<file path="src/rtl/irq_fiq_pkg.sv">
package irq_fiq_pkg;

  localparam int ADDR_W = 4;

  // register offsets (word addresses)
  localparam logic [ADDR_W-1:0] OFF_IRQ_RAW  = 4'd0;
  localparam logic [ADDR_W-1:0] OFF_IRQ_EN   = 4'd1;
  localparam logic [ADDR_W-1:0] OFF_IRQ_CLR  = 4'd2;
  localparam logic [ADDR_W-1:0] OFF_IRQ_STAT = 4'd3;
  localparam logic [ADDR_W-1:0] OFF_FIQ_RAW  = 4'd4;
  localparam logic [ADDR_W-1:0] OFF_FIQ_EN   = 4'd5;
  localparam logic [ADDR_W-1:0] OFF_FIQ_CLR  = 4'd6;
  localparam logic [ADDR_W-1:0] OFF_FIQ_STAT = 4'd7;
  localparam logic [ADDR_W-1:0] OFF_SEL      = 4'd8;

  // write strobes from the decoder into the datapath
  typedef struct packed {
    logic irqSet;
    logic irqClr;
    logic fiqSet;
    logic fiqClr;
    logic selWr;
  } wrStrobe_t;

  typedef enum logic [3:0] {
    RD_IRQ_RAW  = 4'd0,
    RD_IRQ_EN   = 4'd1,
    RD_IRQ_STAT = 4'd2,
    RD_FIQ_RAW  = 4'd3,
    RD_FIQ_EN   = 4'd4,
    RD_FIQ_STAT = 4'd5,
    RD_SEL      = 4'd6,
    RD_ZERO     = 4'd7
  } rdSel_e;

endpackage

</file>
<file path="src/rtl/irq_fiq_decode.sv">
module irq_fiq_decode
  import irq_fiq_pkg::*;
(
  input  logic [ADDR_W-1:0] busAddr,
  input  logic              busWrEn,
  output wrStrobe_t         strobes,
  output rdSel_e            rdSel
);

  always_comb begin
    strobes = '0;
    rdSel   = RD_ZERO;
    unique case (busAddr)
      OFF_IRQ_RAW:  rdSel = RD_IRQ_RAW;
      OFF_IRQ_EN: begin
        rdSel          = RD_IRQ_EN;
        strobes.irqSet = busWrEn;
      end
      OFF_IRQ_CLR:  strobes.irqClr = busWrEn;
      OFF_IRQ_STAT: rdSel = RD_IRQ_STAT;
      OFF_FIQ_RAW:  rdSel = RD_FIQ_RAW;
      OFF_FIQ_EN: begin
        rdSel          = RD_FIQ_EN;
        strobes.fiqSet = busWrEn;
      end
      OFF_FIQ_CLR:  strobes.fiqClr = busWrEn;
      OFF_FIQ_STAT: rdSel = RD_FIQ_STAT;
      OFF_SEL: begin
        rdSel         = RD_SEL;
        strobes.selWr = busWrEn;
      end
      default:      rdSel = RD_ZERO;
    endcase
  end

endmodule

</file>
<file path="src/rtl/irq_fiq_datapath.sv">
module irq_fiq_datapath
  import irq_fiq_pkg::*;
#(
  parameter int NUM_HW  = 10,
  parameter int DATA_W  = 32,
  parameter int SEL_W   = 4,
  parameter int SWI_POS = 16,
  localparam int FIRST_HW = 2,
  localparam int VEC_W    = FIRST_HW + NUM_HW
)(
  input  logic              clk,
  input  logic              rstN,
  input  logic [NUM_HW-1:0] evtSet,
  input  logic [NUM_HW-1:0] evtClr,
  input  wrStrobe_t         strobes,
  input  rdSel_e            rdSel,
  input  logic [DATA_W-1:0] wrData,
  output logic [DATA_W-1:0] rdData,
  output logic              irqReq,
  output logic              fiqReq,
  output logic [VEC_W-1:0]  rawVec,
  output logic [VEC_W-1:0]  irqStat,
  output logic [VEC_W-1:0]  fiqStat
);

  // maskable bits are the peripheral bits only; bit 1 is the software flag
  localparam logic [VEC_W-1:0] EN_MASK = {{NUM_HW{1'b1}}, 2'b00};
  localparam logic [VEC_W-1:0] SWI_BIT = VEC_W'(2);

  logic [NUM_HW-1:0] hwRaw;
  logic              swiReg;
  logic [SEL_W-1:0]  selReg;

  // peripheral flags: set wins over clear, bus never touches them
  for (genvar g = 0; g < NUM_HW; g++) begin : gRaw
    always_ff @(posedge clk or negedge rstN) begin
      if (!rstN)           hwRaw[g] <= 1'b0;
      else if (evtSet[g])  hwRaw[g] <= 1'b1;
      else if (evtClr[g])  hwRaw[g] <= 1'b0;
    end
  end

  always_ff @(posedge clk or negedge rstN) begin
    if (!rstN) begin
      selReg <= '0;
      swiReg <= 1'b0;
    end else if (strobes.selWr) begin
      selReg <= wrData[SEL_W-1:0];
      swiReg <= wrData[SWI_POS];
    end
  end

  assign rawVec = {hwRaw, swiReg, 1'b0};

  // per-path enable masks and status (path 0 normal, path 1 fast)
  logic [1:0]       setStb;
  logic [1:0]       clrStb;
  logic [VEC_W-1:0] enArr   [2];
  logic [VEC_W-1:0] statArr [2];
  logic [1:0]       reqArr;
  logic [VEC_W-1:0] wrBits;

  assign setStb = {strobes.fiqSet, strobes.irqSet};
  assign clrStb = {strobes.fiqClr, strobes.irqClr};
  assign wrBits = wrData[VEC_W-1:0] & EN_MASK;

  for (genvar p = 0; p < 2; p++) begin : gPath
    always_ff @(posedge clk or negedge rstN) begin
      if (!rstN)          enArr[p] <= '0;
      else if (setStb[p]) enArr[p] <= enArr[p] | wrBits;
      else if (clrStb[p]) enArr[p] <= enArr[p] & ~wrBits;
    end

    assign statArr[p] = rawVec & (enArr[p] | SWI_BIT);

    always_ff @(posedge clk or negedge rstN) begin
      if (!rstN) reqArr[p] <= 1'b0;
      else       reqArr[p] <= |statArr[p][VEC_W-1:1];
    end
  end

  assign irqStat = statArr[0];
  assign fiqStat = {statArr[1][VEC_W-1:1], |statArr[1][VEC_W-1:1]};
  assign irqReq  = reqArr[0];
  assign fiqReq  = reqArr[1];

  logic [VEC_W-1:0]  fiqRawView;
  logic [DATA_W-1:0] selView;

  assign fiqRawView = {rawVec[VEC_W-1:1], |rawVec[VEC_W-1:1]};

  always_comb begin
    selView                = '0;
    selView[SEL_W-1:0]     = selReg;
    selView[SWI_POS]       = swiReg;
  end

  always_comb begin
    unique case (rdSel)
      RD_IRQ_RAW:  rdData = DATA_W'(rawVec);
      RD_IRQ_EN:   rdData = DATA_W'(enArr[0]);
      RD_IRQ_STAT: rdData = DATA_W'(irqStat);
      RD_FIQ_RAW:  rdData = DATA_W'(fiqRawView);
      RD_FIQ_EN:   rdData = DATA_W'(enArr[1]);
      RD_FIQ_STAT: rdData = DATA_W'(fiqStat);
      RD_SEL:      rdData = selView;
      default:     rdData = '0;
    endcase
  end

endmodule

</file>
<file path="src/rtl/irq_fiq_router.sv">
module irq_fiq_router
  import irq_fiq_pkg::*;
#(
  parameter int NUM_HW  = 10,
  parameter int DATA_W  = 32,
  parameter int SEL_W   = 4,
  parameter int SWI_POS = 16,
  localparam int VEC_W  = NUM_HW + 2
)(
  input  logic              clk,
  input  logic              rstN,
  input  logic [NUM_HW-1:0] evtSet,
  input  logic [NUM_HW-1:0] evtClr,
  input  logic [ADDR_W-1:0] busAddr,
  input  logic              busWrEn,
  input  logic [DATA_W-1:0] busWrData,
  output logic [DATA_W-1:0] busRdData,
  output logic              irqReq,
  output logic              fiqReq
);

  wrStrobe_t        strobes;
  rdSel_e           rdSel;
  logic [VEC_W-1:0] rawVec;
  logic [VEC_W-1:0] irqStat;
  logic [VEC_W-1:0] fiqStat;

  irq_fiq_decode u_decode (
    .busAddr (busAddr),
    .busWrEn (busWrEn),
    .strobes (strobes),
    .rdSel   (rdSel)
  );

  irq_fiq_datapath #(
    .NUM_HW  (NUM_HW),
    .DATA_W  (DATA_W),
    .SEL_W   (SEL_W),
    .SWI_POS (SWI_POS)
  ) u_datapath (
    .clk     (clk),
    .rstN    (rstN),
    .evtSet  (evtSet),
    .evtClr  (evtClr),
    .strobes (strobes),
    .rdSel   (rdSel),
    .wrData  (busWrData),
    .rdData  (busRdData),
    .irqReq  (irqReq),
    .fiqReq  (fiqReq),
    .rawVec  (rawVec),
    .irqStat (irqStat),
    .fiqStat (fiqStat)
  );

endmodule

</file>
<file path="config.mk">
export PLATFORM = sky130hd
export DESIGN_NAME = irq_fiq_router
export DESIGN_NICKNAME = d
export VERILOG_FILES = /design/src/rtl/irq_fiq_pkg.sv /design/src/rtl/irq_fiq_decode.sv /design/src/rtl/irq_fiq_datapath.sv /design/src/rtl/irq_fiq_router.sv
export SDC_FILE = /design/constraint.sdc
export NUM_CORES = 1
export LEC_CHECK = 0
export ABC_AREA = 1
export BUFFER_PORTS_ARGS = -buffer_cell sky130_fd_sc_hd__buf_2
export CAP_MARGIN = 20
export CELL_PAD_IN_SITES_DETAIL_PLACEMENT = 1
export CELL_PAD_IN_SITES_GLOBAL_PLACEMENT = 2
export CORE_MARGIN = 4
export CORE_UTILIZATION = 27
export CTS_CLUSTER_SIZE = 25
export DETAILED_ROUTE_END_ITERATION = 10
export HOLD_SLACK_MARGIN = 0.05
export PLACE_DENSITY = 0.8
export SLEW_MARGIN = 10
export SYNTH_ARGS = -nofsm -noshare
export SYNTH_HDL_FRONTEND = slang
export SYNTH_SLANG_ARGS = --single-unit
</file>
<file path="constraint.sdc">
create_clock -name clk -period 2.9 [get_ports clk]
set_input_delay 0.435 -clock clk [delete_from_list [all_inputs] [get_ports clk]]
set_output_delay 0.435 -clock clk [all_outputs]
set_load 0.02 [all_outputs]
</file>
; ---- Word-level counts from Yosys, hierarchy flattened
; Index checks and enable logic that the tools add are counted.
[op_classes]
addsub = 0
n_mul = 0
div_mod_pow = 0
n_lt_le_gt_ge = 0
n_eq_ne = 14
shifts = 0
muxes = 31
bitwise_logic = 7
n_reduce_logical = 17
[ops]
columns = cell, count
row1 = 17-bit one-hot mux with 7 select lines, 1
row2 = 12-bit AND, 4
row3 = 12-bit two-way mux, 4
row4 = 11-bit OR reduction, 3
row5 = 1-bit two-way mux, 25
row6 = 12-bit bitwise OR, 2
row7 = 2-bit nonzero test, 12
row8 = 3-bit one-hot mux with 7 select lines, 1
row9 = "4-bit by 3-bit == test with 1-bit output, second input constant", 4
row10 = 12-bit NOT, 1
row11 = "3-bit == test, second input constant", 3
row12 = "4-bit by 2-bit == test with 1-bit output, second input constant", 2
row13 = 4-bit zero test, 2
row14 = "3-bit by 2-bit == test with 1-bit output, second input constant", 2
row15 = "4-bit by 1-bit == test with 1-bit output, second input constant", 1
row16 = "4-bit == test, second input constant", 1
row17 = "3-bit by 1-bit == test with 1-bit output, second input constant", 1
[word_totals]
regBits = 41
latch_bits = 0
ram_bits = 0
romBits = 0
memories = 0

; ---- Depth between registers and ports, before layout
[depth]
depth_word = 4
mapped_depth = 7
mapped_depth_nobuf = 7

; ---- Cells and area by module
; From an unflattened synthesis, not the netlist that was laid out.
[unflattened]
hier_cells = 393
hier_area_um2 = 2548.7
[by_module_without_submodules]
columns = mod, instances, cells_per_inst, area_each_um2, seq_area_each_um2
row1 = irq_fiq_datapath, 1, 364, 2414.8, 925.9
row2 = irq_fiq_decode, 1, 29, 133.9, 0.0

; ---- Worst setup path after synthesis
; No wires, ideal clock.
[synth_timing]
path_type = in2out
from = in busAddr[1]
to = out busRdData[1]
arrival_ns = 1.225
required_ns = 2.465
setup_slack_ns = 1.240
path_stages = 3
path_buffers = 0
cell_sequence = nor2_2 > nor2_4 > o31ai_1
[synth_between]
elab_chain_len = 4
word_cells_on_any_way = 16
[synth_lines]
columns = item, line_no
row1 = "start, declared", irq_fiq_router.sv:14  ; input logic [ADDR_W-1:0] busAddr,
row2 = "4-bit == test, or another cell as far along", irq_fiq_decode.sv:13  ; unique case (busAddr)
row3 = 3-bit one-hot mux with 7 select lines (*), irq_fiq_decode.sv:13
row4 = "3-bit == test, or another cell as far along", irq_fiq_datapath.sv:99  ; unique case (rdSel)
row5 = 17-bit one-hot mux with 7 select lines (*), irq_fiq_datapath.sv:99
row6 = "end, declared", irq_fiq_router.sv:17  ; output logic [DATA_W-1:0] busRdData,
; Mark *: on every way between the ends. The rest lies on a longest branch, timed or not.

; ---- Worst setup path after layout
[layout_timing]
from = in busAddr[3]
to = out busRdData[9]
; Same word-level chain as after synthesis.

==> impl_metrics.json <==
{
  "io_buffer_count": 54,
  "synthArstFlopShare_pct": 100,
  "drv_cap": 0,
  "dr.pass1.iters": 4,
  "cts_root_buf": "clkbuf_8",
  "fin_setup_tns_ns": 0,
  "syn_to_final_growth_pct": 18.3,
  "fp.dieArea_sq_um": 10200,
  "clk_pin_slew_ns": 0.08,
  "worst_clock_skew_ns": 0.00298,
  "start_kind": "input port",
  "clkLatencyLatePin_ns": 0.29,
  "crit_family": "simple AND/OR/NAND/NOR gates",
  "finalSetupViolCount": 0,
  "cts_tree": "built",
  "synth_area_leaders": "dfrtp_1 40%, nand2_1 14%, inv_1 9.0%, o21ai_0 7.3%, buf_4 6.1%",
  "status": "finished clean",
  "core_region_area_sq_um": 8340,
  "power_frac_seq_pct": 46.3,
  "dieHeight_microns": 101,
  "fin_cells": 497,
  "synth_edf_count": 0,
  "fmax_ghz": 0.465,
  "fin_crit_sh_pct": 74.1,
  "numClockSinks": 37,
  "ant_nets": 0,
  "crit_chain": "buf_2 > inv_1 > nand2_1 > nor2_1 > nand2_1 > o21ai_0 > inv_1 > nand3_1 > buf_2",
  "drive_gt1_share_pct": 21.4,
  "p_leak_uw": 0.00150,
  "drcViolationCount": 0,
  "grt_overflow": 0,
  "finish.utilization_pct": 33.2,
  "grt_max_degree": 38,
  "synth_top_area_share_pct": 39.5,
  "vias": 2288,
  "diodes": 0,
  "grt_pass1_wl_microns": 11700,
  "crit_required_ns": 2.47,
  "rsz0062_at_grt": "no",
  "initial_core_util_pct": 28.1,
  "hold_viol": 0,
  "syn_area_sq_um": 2340,
  "slowest_stage": "nor2_1",
  "period_needed_ns": 2.15,
  "p_int_uw": 897,
  "p_sw_share_pct": 33.8,
  "yosys.area.top_type": "dfrtp_1",
  "place_congestion": 0.792,
  "ir_drop_uv": 177,
  "grtUsageMet2_pct": 26.4,
  "yosys_warnings": 0,
  "switchingPower_uw": 458,
  "grt_antenna_before_repair": 0,
  "cp.arrival_ns": 1.71,
  "max_stage_delay_ns": 0.43,
  "combPwrFrac_pct": 23.0,
  "use_met1_pct": 19.1,
  "synth_cell_types": 22,
  "timing.hold.ws_ns": 0.263,
  "cts_resized": 0,
  "synth-seq-area-share_pct": 39.5,
  "synth_area_per_cell_sq_um": 7.08,
  "ctsHoldBuffers": 0,
  "relSlewSlack_pct": 40.5,
  "clkPwrFrac_pct": 30.7,
  "clockBufferDepth": 2,
  "crit_fanout": 7,
  "synthCells": 331,
  "viasPerCell": 4.60,
  "use_met3_pct": 2.48,
  "wirelength_microns": 7400,
  "hpwl_microns": 5720,
  "row_count": 33,
  "grt_pass1_vias": 2361,
  "synth-seq-cells": 37,
  "worstMarginPinSlew_ns": 0.893,
  "slew_viol_final": 0,
  "grt_use_total_pct": 15.0,
  "post_cts_buffers": 0,
  "critPathCaptureType": "output port",
  "dp_cells": 489,
  "nets": 450,
  "synth_ff_type": "dfrtp_1",
  "io_pins": 93,
  "critical_path_class": "input port to output port",
  "die_x_microns": 101,
  "fillerInstances": 1078,
  "crit_buf_inv": 4,
  "cts_buffers": 5,
  "drtIter0Drc": 57,
  "htreeDepth": 2,
  "top_usage_layer": "met2",
  "wl_per_cell_microns": 14.9,
  "hp-class": "input port to asynchronous set/reset pin",
  "powerDensity_nw_per_um2": 489
}
[logic make-up after synthesis]
kind of cell / Yosys count / synth area share, %
AOI/OAI and AO/OA: 60 / 14.2
buffers and inverters: 77 / 15.4
DFF: 37 / 39.5
other: 1 / 0.160
and+or+nand+nor: 156 / 30.8
[layout by cell type, fill, tap and decap left out, drive strengths merged]
master / n
o21ai: 44
inv: 58
a21oi: 2
conb: 19
nor2: 39
clkbuf: 7
nand2: 91
dfrtp: 37
nand3: 15
o22ai: 3
clkinv: 1
buf: 54
o21bai: 10
nor3: 2
o31ai: 1
nand4: 6
nand3b: 3
[synth_stat cells (all sizes together) (2+ instances only)]
library cell	n
a21oi	2
buf	19
dfrtp	37
inv	58
nand2	91
nand3	15
nand3b	3
nand4	6
nor2	39
nor3	2
o21ai	44
o21bai	10
o22ai	3
[metrics by stage]
stage          power [uW]  setup WS (ns)  area, sq um
6_report             1360          0.750         2770
5_1_grt              1440          0.525         2770
4_1_cts              1380          0.714         2770
3_5_place_dp          954          0.717         2670
3_3_place_gp          943          0.726         2670
2_1_floorplan         844           1.24         2410
[power by group through the flow]
stage	Clock [uW]	Sequential (uW)	Combinational [uW]
after floorplan	0	632	212
after global routing	452	637	355
final	416	628	312
after detailed placement	0	638	316
after CTS	432	628	318
after global placement	0	635	308
[worst reg2reg max path: cells and delay by family, from the launching register on]
kind / cells / cell delay (ns)
buffers and inverters: 1 / 0.08
AND/OR/NAND/NOR: 1 / 0.10
AO/OA/AOI/OAI: 2 / 0.45
flip-flops: 1 / 0.41
[layer usage]
| metal | part of all wire (%) | vias up |
|---|---|---|
| met1 | 45 | 1113 |
| met4 | 1.2 | 0 |
| met5 | 0 | - |
| li1 | - | 1121 |
| met2 | 50 | 48 |
| met3 | 4.1 | 6 |
[path summary, 6_finish.rpt]
| path | from | end | slack, ns | cells after the start |
|---|---|---|---|---|
| setup / recovery | busAddr[3] | busRdData[9] | 0.75 | 9 |
| hold / removal | rstN | u_datapath.rawVec[10] | 0.26 | 1 |
| setup reg to reg | u_datapath.rawVec[4] | u_datapath.irqReq | 1.80 | 4 |
| hold reg to reg | u_datapath.selReg[0] | u_datapath.selReg[0] | 0.48 | 2 |
| max in group asynchronous | rstN | u_datapath.selReg[3] | 2.08 | 1 |
| min in group clk | evtClr[1] | u_datapath.rawVec[3] | 0.31 | 2 |
[layout make-up]
cell class              instances  area (sq um)  area share, %
clock inverters                 1          5.00          0.181
clock buffers                   7          96.3           3.48
inverters                      58           218           7.86
well taps                     105           131           4.74
repair buffers                 54           270           9.76
multi-input cells             235          1120           40.6
flip-flops and latches         37           926           33.4
(Power assumes the default switching activity.)
